==> src/rtl/dtmf_pkg.sv <==
package dtmf_pkg;
  typedef logic [1:0] bin_t;
  typedef logic [3:0] code_t;

  function automatic int unsigned nominal_cycles(input int unsigned clk_hz,
                                                 input int unsigned freq_hz);
    return (clk_hz + freq_hz / 2) / freq_hz;
  endfunction

  // row = low-group bin, col = high-group bin
  function automatic code_t key_code(input bin_t row, input bin_t col);
    code_t c;
    if (row == 2'd3) begin
      case (col)
        2'd0:    c = 4'd11;
        2'd1:    c = 4'd10;
        2'd2:    c = 4'd12;
        default: c = 4'd0;
      endcase
    end else if (col == 2'd3) begin
      c = 4'd13 + {2'b00, row};
    end else begin
      c = 4'({row, 1'b0}) + {2'b00, row} + {2'b00, col} + 4'd1;
    end
    return c;
  endfunction
endpackage

==> src/rtl/dtmf_period_meter.sv <==
module dtmf_period_meter #(
  parameter int unsigned TIMEOUT = 537,
  parameter int unsigned CNT_W   = 10
) (
  input  logic             clk,
  input  logic             rst_n,
  input  logic             clr,
  input  logic             sq,
  output logic             per_stb,
  output logic             per_ok,
  output logic [CNT_W-1:0] per_cnt
);
  localparam logic [CNT_W-1:0] TO_C = CNT_W'(TIMEOUT);

  logic [2:0]       sync_q;
  logic             rise;
  logic             have_ref;
  logic [CNT_W-1:0] cnt;

  assign rise = sync_q[1] & ~sync_q[2];

  always_ff @(posedge clk or negedge rst_n) begin
    if (!rst_n) begin
      sync_q   <= '0;
      have_ref <= 1'b0;
      cnt      <= '0;
      per_stb  <= 1'b0;
      per_ok   <= 1'b0;
      per_cnt  <= '0;
    end else if (clr) begin
      sync_q   <= '0;
      have_ref <= 1'b0;
      cnt      <= '0;
      per_stb  <= 1'b0;
      per_ok   <= 1'b0;
      per_cnt  <= '0;
    end else begin
      sync_q  <= {sync_q[1:0], sq};
      per_stb <= 1'b0;
      if (rise) begin
        if (have_ref) begin
          per_stb <= 1'b1;
          per_ok  <= 1'b1;
          per_cnt <= cnt;
        end
        cnt      <= CNT_W'(1);
        have_ref <= 1'b1;
      end else if (have_ref) begin
        if (cnt == TO_C) begin
          per_stb  <= 1'b1;
          per_ok   <= 1'b0;
          have_ref <= 1'b0;
        end else begin
          cnt <= cnt + 1'b1;
        end
      end
    end
  end
endmodule

==> src/rtl/dtmf_bin_tracker.sv <==
module dtmf_bin_tracker
  import dtmf_pkg::*;
#(
  parameter int unsigned CLK_HZ     = 3579545,
  parameter int unsigned FREQ_HZ[4] = '{697, 770, 852, 941},
  parameter int unsigned CNT_W      = 10,
  parameter int unsigned RUNS       = 4
) (
  input  logic             clk,
  input  logic             rst_n,
  input  logic             clr,
  input  logic             per_stb,
  input  logic             per_ok,
  input  logic [CNT_W-1:0] per_cnt,
  output logic             tone_ok,
  output bin_t             tone_bin
);
  localparam int unsigned RUN_W = $clog2(RUNS + 1);
  localparam logic [RUN_W-1:0] RUN_MAX = RUN_W'(RUNS);

  logic [3:0]       hit;
  logic             any_hit;
  bin_t             hit_bin;
  bin_t             cur_bin;
  logic [RUN_W-1:0] run;

  for (genvar b = 0; b < 4; b++) begin : g_bin
    localparam int unsigned NOM = nominal_cycles(CLK_HZ, FREQ_HZ[b]);
    localparam int unsigned TOL = NOM / 50;
    localparam logic [CNT_W-1:0] LO_C = CNT_W'(NOM - TOL);
    localparam logic [CNT_W-1:0] HI_C = CNT_W'(NOM + TOL);
    assign hit[b] = per_ok && (per_cnt >= LO_C) && (per_cnt <= HI_C);
  end

  always_comb begin
    any_hit = |hit;
    hit_bin = 2'd0;
    for (int i = 0; i < 4; i++) begin
      if (hit[i]) hit_bin = bin_t'(i);
    end
  end

  always_ff @(posedge clk or negedge rst_n) begin
    if (!rst_n) begin
      cur_bin <= '0;
      run     <= '0;
    end else if (clr) begin
      cur_bin <= '0;
      run     <= '0;
    end else if (per_stb) begin
      if (!any_hit) begin
        run <= '0;
      end else if (hit_bin == cur_bin && run != '0) begin
        if (run != RUN_MAX) run <= run + 1'b1;
      end else begin
        cur_bin <= hit_bin;
        run     <= RUN_W'(1);
      end
    end
  end

  assign tone_ok  = (run == RUN_MAX);
  assign tone_bin = cur_bin;
endmodule

==> src/rtl/dtmf_pair_stream.sv <==
module dtmf_pair_stream
  import dtmf_pkg::*;
(
  input  logic  clk,
  input  logic  rst_n,
  input  logic  lo_ok,
  input  bin_t  lo_bin,
  input  logic  hi_ok,
  input  bin_t  hi_bin,
  input  logic  inhibit,
  input  logic  pwdn,
  output logic  pair_present,
  output code_t pair_code,
  output logic  out_valid,
  input  logic  out_ready,
  output code_t out_code
);
  logic  pair_ok;
  code_t code_now;

  assign pair_ok  = lo_ok && hi_ok && !pwdn && !(inhibit && hi_bin == 2'd3);
  assign code_now = key_code(lo_bin, hi_bin);

  always_ff @(posedge clk or negedge rst_n) begin
    if (!rst_n) begin
      pair_present <= 1'b0;
      pair_code    <= '0;
      out_valid    <= 1'b0;
      out_code     <= '0;
    end else if (pwdn) begin
      pair_present <= 1'b0;
      pair_code    <= '0;
      out_valid    <= 1'b0;
    end else begin
      pair_present <= pair_ok;
      pair_code    <= pair_ok ? code_now : '0;
      if (out_valid && out_ready) out_valid <= 1'b0;
      if (pair_ok && !pair_present && !out_valid) begin
        out_valid <= 1'b1;
        out_code  <= code_now;
      end
    end
  end
endmodule

==> src/rtl/dtmf_tone_decoder.sv <==
module dtmf_tone_decoder
  import dtmf_pkg::*;
#(
  parameter int unsigned CLK_HZ = 3579545,
  parameter int unsigned RUNS   = 4
) (
  input  logic       clk,
  input  logic       rst_n,
  input  logic       lo_sq,
  input  logic       hi_sq,
  input  logic       inhibit,
  input  logic       pwdn,
  output logic       pair_present,
  output logic [3:0] pair_code,
  output logic       out_valid,
  input  logic       out_ready,
  output logic [3:0] out_code
);
  localparam int unsigned LO_TO = nominal_cycles(CLK_HZ, 697) * 3 / 2;
  localparam int unsigned HI_TO = nominal_cycles(CLK_HZ, 1209) * 3 / 2;
  localparam int unsigned CNT_W = $clog2(LO_TO + 1);
  localparam int unsigned LOW_HZ [4] = '{697, 770, 852, 941};
  localparam int unsigned HIGH_HZ[4] = '{1209, 1336, 1477, 1633};

  logic             lo_stb, lo_pok, hi_stb, hi_pok;
  logic [CNT_W-1:0] lo_cnt, hi_cnt;
  logic             lo_ok, hi_ok;
  bin_t             lo_bin, hi_bin;

  dtmf_period_meter #(.TIMEOUT(LO_TO), .CNT_W(CNT_W)) u_lo_meter (
    .clk(clk), .rst_n(rst_n), .clr(pwdn), .sq(lo_sq),
    .per_stb(lo_stb), .per_ok(lo_pok), .per_cnt(lo_cnt));

  dtmf_period_meter #(.TIMEOUT(HI_TO), .CNT_W(CNT_W)) u_hi_meter (
    .clk(clk), .rst_n(rst_n), .clr(pwdn), .sq(hi_sq),
    .per_stb(hi_stb), .per_ok(hi_pok), .per_cnt(hi_cnt));

  dtmf_bin_tracker #(.CLK_HZ(CLK_HZ), .FREQ_HZ(LOW_HZ), .CNT_W(CNT_W), .RUNS(RUNS)) u_lo_bins (
    .clk(clk), .rst_n(rst_n), .clr(pwdn), .per_stb(lo_stb), .per_ok(lo_pok),
    .per_cnt(lo_cnt), .tone_ok(lo_ok), .tone_bin(lo_bin));

  dtmf_bin_tracker #(.CLK_HZ(CLK_HZ), .FREQ_HZ(HIGH_HZ), .CNT_W(CNT_W), .RUNS(RUNS)) u_hi_bins (
    .clk(clk), .rst_n(rst_n), .clr(pwdn), .per_stb(hi_stb), .per_ok(hi_pok),
    .per_cnt(hi_cnt), .tone_ok(hi_ok), .tone_bin(hi_bin));

  dtmf_pair_stream u_stream (
    .clk(clk), .rst_n(rst_n), .lo_ok(lo_ok), .lo_bin(lo_bin), .hi_ok(hi_ok),
    .hi_bin(hi_bin), .inhibit(inhibit), .pwdn(pwdn), .pair_present(pair_present),
    .pair_code(pair_code), .out_valid(out_valid), .out_ready(out_ready),
    .out_code(out_code));
endmodule

==> config.mk <==
export PLATFORM = sky130hd
export DESIGN_NAME = dtmf_tone_decoder
export DESIGN_NICKNAME = d
export VERILOG_FILES = /design/src/rtl/dtmf_pkg.sv /design/src/rtl/dtmf_period_meter.sv /design/src/rtl/dtmf_bin_tracker.sv /design/src/rtl/dtmf_pair_stream.sv /design/src/rtl/dtmf_tone_decoder.sv
export SDC_FILE = /design/constraint.sdc
export NUM_CORES = 1
export LEC_CHECK = 0
export BUFFER_PORTS_ARGS = -buffer_cell sky130_fd_sc_hd__buf_2
export CAP_MARGIN = 10
export CORE_UTILIZATION = 30
export CTS_BUF_LIST = sky130_fd_sc_hd__clkbuf_4 sky130_fd_sc_hd__clkbuf_8 sky130_fd_sc_hd__clkbuf_16
export CTS_CLUSTER_DIAMETER = 80
export DETAILED_ROUTE_END_ITERATION = 8
export SLEW_MARGIN = 20
export SYNTH_ARGS = -nofsm -noshare
export SYNTH_HDL_FRONTEND = slang
export SYNTH_SLANG_ARGS = --single-unit
export TNS_END_PERCENT = 30
==> constraint.sdc <==
create_clock -name clk -period 5.75 [get_ports clk]
set_clock_uncertainty 0.2 [all_clocks]
set_input_delay 1.4375 -clock clk [delete_from_list [all_inputs] [get_ports clk]]
set_output_delay 1.4375 -clock clk [all_outputs]
set_load 0.02 [all_outputs]
==> run_results.csv <==
group,metric,value,unit
power,power_frac_comb,0.034,
detailed_routing,vias,3567,
logic_synthesis,ys.flop_type,"dfrtp_1",
detailed_routing,via_per_inst,5.16,
logic_synthesis,synth_top_area_share,0.462,
logic_synthesis,synth_adder_area_share,0.0391,
clocking,cts.htree.levels,3,
placement,place.gp.congestion,0.853,
setup_path,crit_fanout,44,
logic_synthesis,yosysSeqAreaShare,0.462,
logic_synthesis,ys_ff_latch,84,
global_routing,grt_max_degree,85,
global_routing,first_global_vias,3388,
global_routing,grt_use_total,0.132,
timing,fin_tns_setup,0,ns
setup_path,crit_slowest_cell,"or4_1",
job,maxCapViolCount,0,
logic_synthesis,synth_edf_count,0,
logic_synthesis,syn-num-nets,518,
setup_path,start_kind,"input port",
status,status,"finished with violations",
global_routing,grt_overflow,0,
cells_and_area,num-nets-final,522,
cells_and_area,fillers,1462,
timing,min_period,2.98,ns
setup_path,path_class,"input port to flip-flop",
cells_and_area,final_cell_mix,"dfrtp_1, nand2_1, nor2_1, a21oi_1, inv_1",
clocking,numCtsBuffers,9,
floorplan,die_h,125,um
setup_path,path_buf_inv,1,
cells_and_area,fin_util,0.347,
logic_synthesis,synthMuxAreaShare,0.00440,
detailed_routing,ant_nets,0,
floorplan,initial_utilization,0.311,
setup_path,max_stage_delay,0.54,ns
clocking,path_clk_slew,0.06,ns
clocking,holdBufCountCts,0,
logic_synthesis,async_flop_share,1.00,
logic_synthesis,ys_warn_count,0,
timing,drv_slew,0,
clocking,cts-root-buf,"clkbuf_16",
logic_synthesis,ys_types,64,
logic_synthesis,synth_xor_xnor_area_share,0.0443,
timing,timing.fmax,335,MHz
global_routing,grt_pass1_wl,16.7,mm
timing,slew_headroom,0.410,
global_routing,antenna_found_initial,0,
logic_synthesis,synthCells,498,
worst_hold_path,hp-class,"flip-flop to flip-flop",
power,leakagePower,2.10,nW
timing,setup_viol,0,
clocking,cts_setup_buffers,0,
logic_synthesis,yosysTopAreaCell,"dfrtp_1",
cells_and_area,diodes,0,
detailed_routing,firstDrtPassIters,7,
logic_synthesis,synth_compound_area_frac,0.157,
timing,holdWs,0.260,ns
clocking,postCtsResizedCells,0,
timing,tightest_slew,0.885,ns
clocking,clkLatencyLatePin,0.34,ns
floorplan,core_area,14600,um2
detailed_routing,post_drt_wl_per_cell,13.8,um
power,seqPwrFrac,0.475,
placement,place_hpwl,6.70,mm
power,swShare,0.213,
timing,fin_crit_sh,0.519,
logic_synthesis,synth_area_leaders,"dfrtp_1, nand2_1, nor2_1",
power,p_switching,0.000271,W
floorplan,die_area,15700,um2
floorplan,die_w,125,um
clocking,clock_path_buffers,2,
cells_and_area,syn_to_final_growth,11.6,%
floorplan,rows,44,
setup_path,required,5.76,ns
detailed_routing,drt_iter0_drc,249,
logic_synthesis,synth_area,4550,um2
floorplan,pin_count,17,
clocking,tritoncts,"done",
power,vdd_drop_max,158,uV
timing,hold_violations,0,
detailed_routing,drt-total-wl,9.56,mm
cells_and_area,drive_gt1_frac,0.0947,
power,pwr_density_cell,250,nW/um2
clocking,clock_sinks,84,
cells_and_area,stdcell_area,5080,um2
logic_synthesis,synth_top_family_by_area,"simple AND/OR/NAND/NOR gates",
logic_synthesis,yosys.area_share.simple,0.245,
timing,rsz0062_at_grt,"false",
cells_and_area,mostFrequentLayoutCell,"dfrtp_1",
logic_synthesis,syn_avg_cell_area,9.13,um2
setup_path,critPathArrivalTime,2.99,ns
detailed_routing,drcViolationCount,6,
setup_path,end_kind,"flip-flop",
setup_path,cp_top_family,"simple AND/OR/NAND/NOR gates",
status,violations,"design-rule violations",
power,internal_power,0.00100,W
setup_path,crit_path_cell_trace,"buf_2, a2111o_1, or4_1, nand2_1, o21ai_0",
placement,dpl-instance-area,4750,um2
placement,numPortBuffers,16,
power,clkPwrFrac,0.491,
-- metal layers --
layer / part of all wire / vias up / GRT usage
met2: 0.46 / 74 / 0.204
met1: 0.49 / 1725 / 0.177
met3: 0.037 / 11 / 0.0295
met5: 0 / - / 0
met4: 0.016 / 0 / 0.0538
li1: - / 1757 / -
-- area by class of cell --
cell class / count / area (um2) / share of cell area
clock buffer: 10 / 239 / 0.0471
clock inverter: 6 / 86.3 / 0.0170
inverter: 28 / 105 / 0.0207
multi-input combinational: 363 / 2230 / 0.439
sequential: 84 / 2100 / 0.414
tap: 184 / 230 / 0.0453
timing repair buffer: 16 / 86.3 / 0.0170
-- registers in the layout (all words and copies together) (netlist names) --
register	cells
u_lo_meter.cnt	13
u_hi_bins.run	3
u_lo_bins.tone_bin	2
u_hi_meter.sync_q	3
u_hi_meter.cnt	13
u_stream.out_code	4
u_lo_meter.per_cnt	13
u_hi_meter.have_ref	1
u_hi_meter.per_cnt	13
u_lo_meter.have_ref	1
u_lo_meter.per_stb	1
u_stream.pair_present	1
u_lo_meter.per_ok	1
u_lo_bins.run	3
u_hi_bins.tone_bin	2
u_hi_meter.per_ok	1
u_stream.pair_code	4
u_lo_meter.sync_q	3
u_stream.out_valid	1
u_hi_meter.per_stb	1
-- power groups by stage --
stage,Clock (W),Sequential (W),Combinational [W]
3_3_place_gp,0,0.000614,0.0000436
4_1_cts,0.000643,0.000604,0.0000452
3_5_place_dp,0,0.000615,0.0000451
2_1_floorplan,0,0.000614,0.0000242
6_report,0.000624,0.000604,0.0000435
5_1_grt,0.000666,0.000604,0.0000500
-- final timing paths --
check,start,end,slack [ns],cells past startpoint
setup / recovery,pwdn,u_stream.out_code[1],2.77,5
hold / removal,u_hi_meter.sync_q[0],u_hi_meter.sync_q[1],0.26,1
setup reg to reg,u_hi_meter.per_cnt[10],u_hi_bins.run[0],3.11,8
hold reg to reg,u_hi_meter.sync_q[0],u_hi_meter.sync_q[1],0.26,1
max in group asynchronous,rst_n,u_hi_bins.tone_bin[0],3.91,1
min in group asynchronous,rst_n,u_lo_meter.cnt[6],0.94,1
-- synthesized netlist by cell type (3+ instances only) --
| cell type | count |
|---|---|
| or3_1 | 6 |
| ha_1 | 11 |
| a21oi_1 | 36 |
| o21ai_0 | 22 |
| nand3_1 | 19 |
| and3_1 | 8 |
| nor2_1 | 51 |
| or4_1 | 3 |
| nor4_1 | 4 |
| dfrtp_1 | 84 |
| inv_1 | 28 |
| xnor2_1 | 10 |
| a211oi_1 | 6 |
| nand2b_1 | 10 |
| a31o_2 | 3 |
| nor3_1 | 8 |
| a31oi_1 | 4 |
| a22o_1 | 13 |
| nand3b_1 | 3 |
| clkbuf_1 | 16 |
| nand4_1 | 10 |
| nand2_1 | 64 |
| nor2b_1 | 10 |
| xor2_1 | 13 |
-- per-stage QoR --
| step | instances | setup slack [ns] | total power (W) |
|---|---|---|---|
| CTS | 691 | 2.76 | 0.00129 |
| detailed placement | 675 | 2.40 | 0.000660 |
| global placement | 675 | 2.47 | 0.000658 |
| finish | 691 | 2.77 | 0.00127 |
| floorplan | 498 | 2.82 | 0.000638 |
| global route | 691 | 2.65 | 0.00132 |
-- kinds of logic after synthesis --
kind of cell    Yosys count
compound gates          109
xor+xnor                 23
fa+ha+maj                13
buf+inv                  51
flops                    84
mux                       2
simple gates            216
No activity file was read; power rests on OpenSTA's default activity.
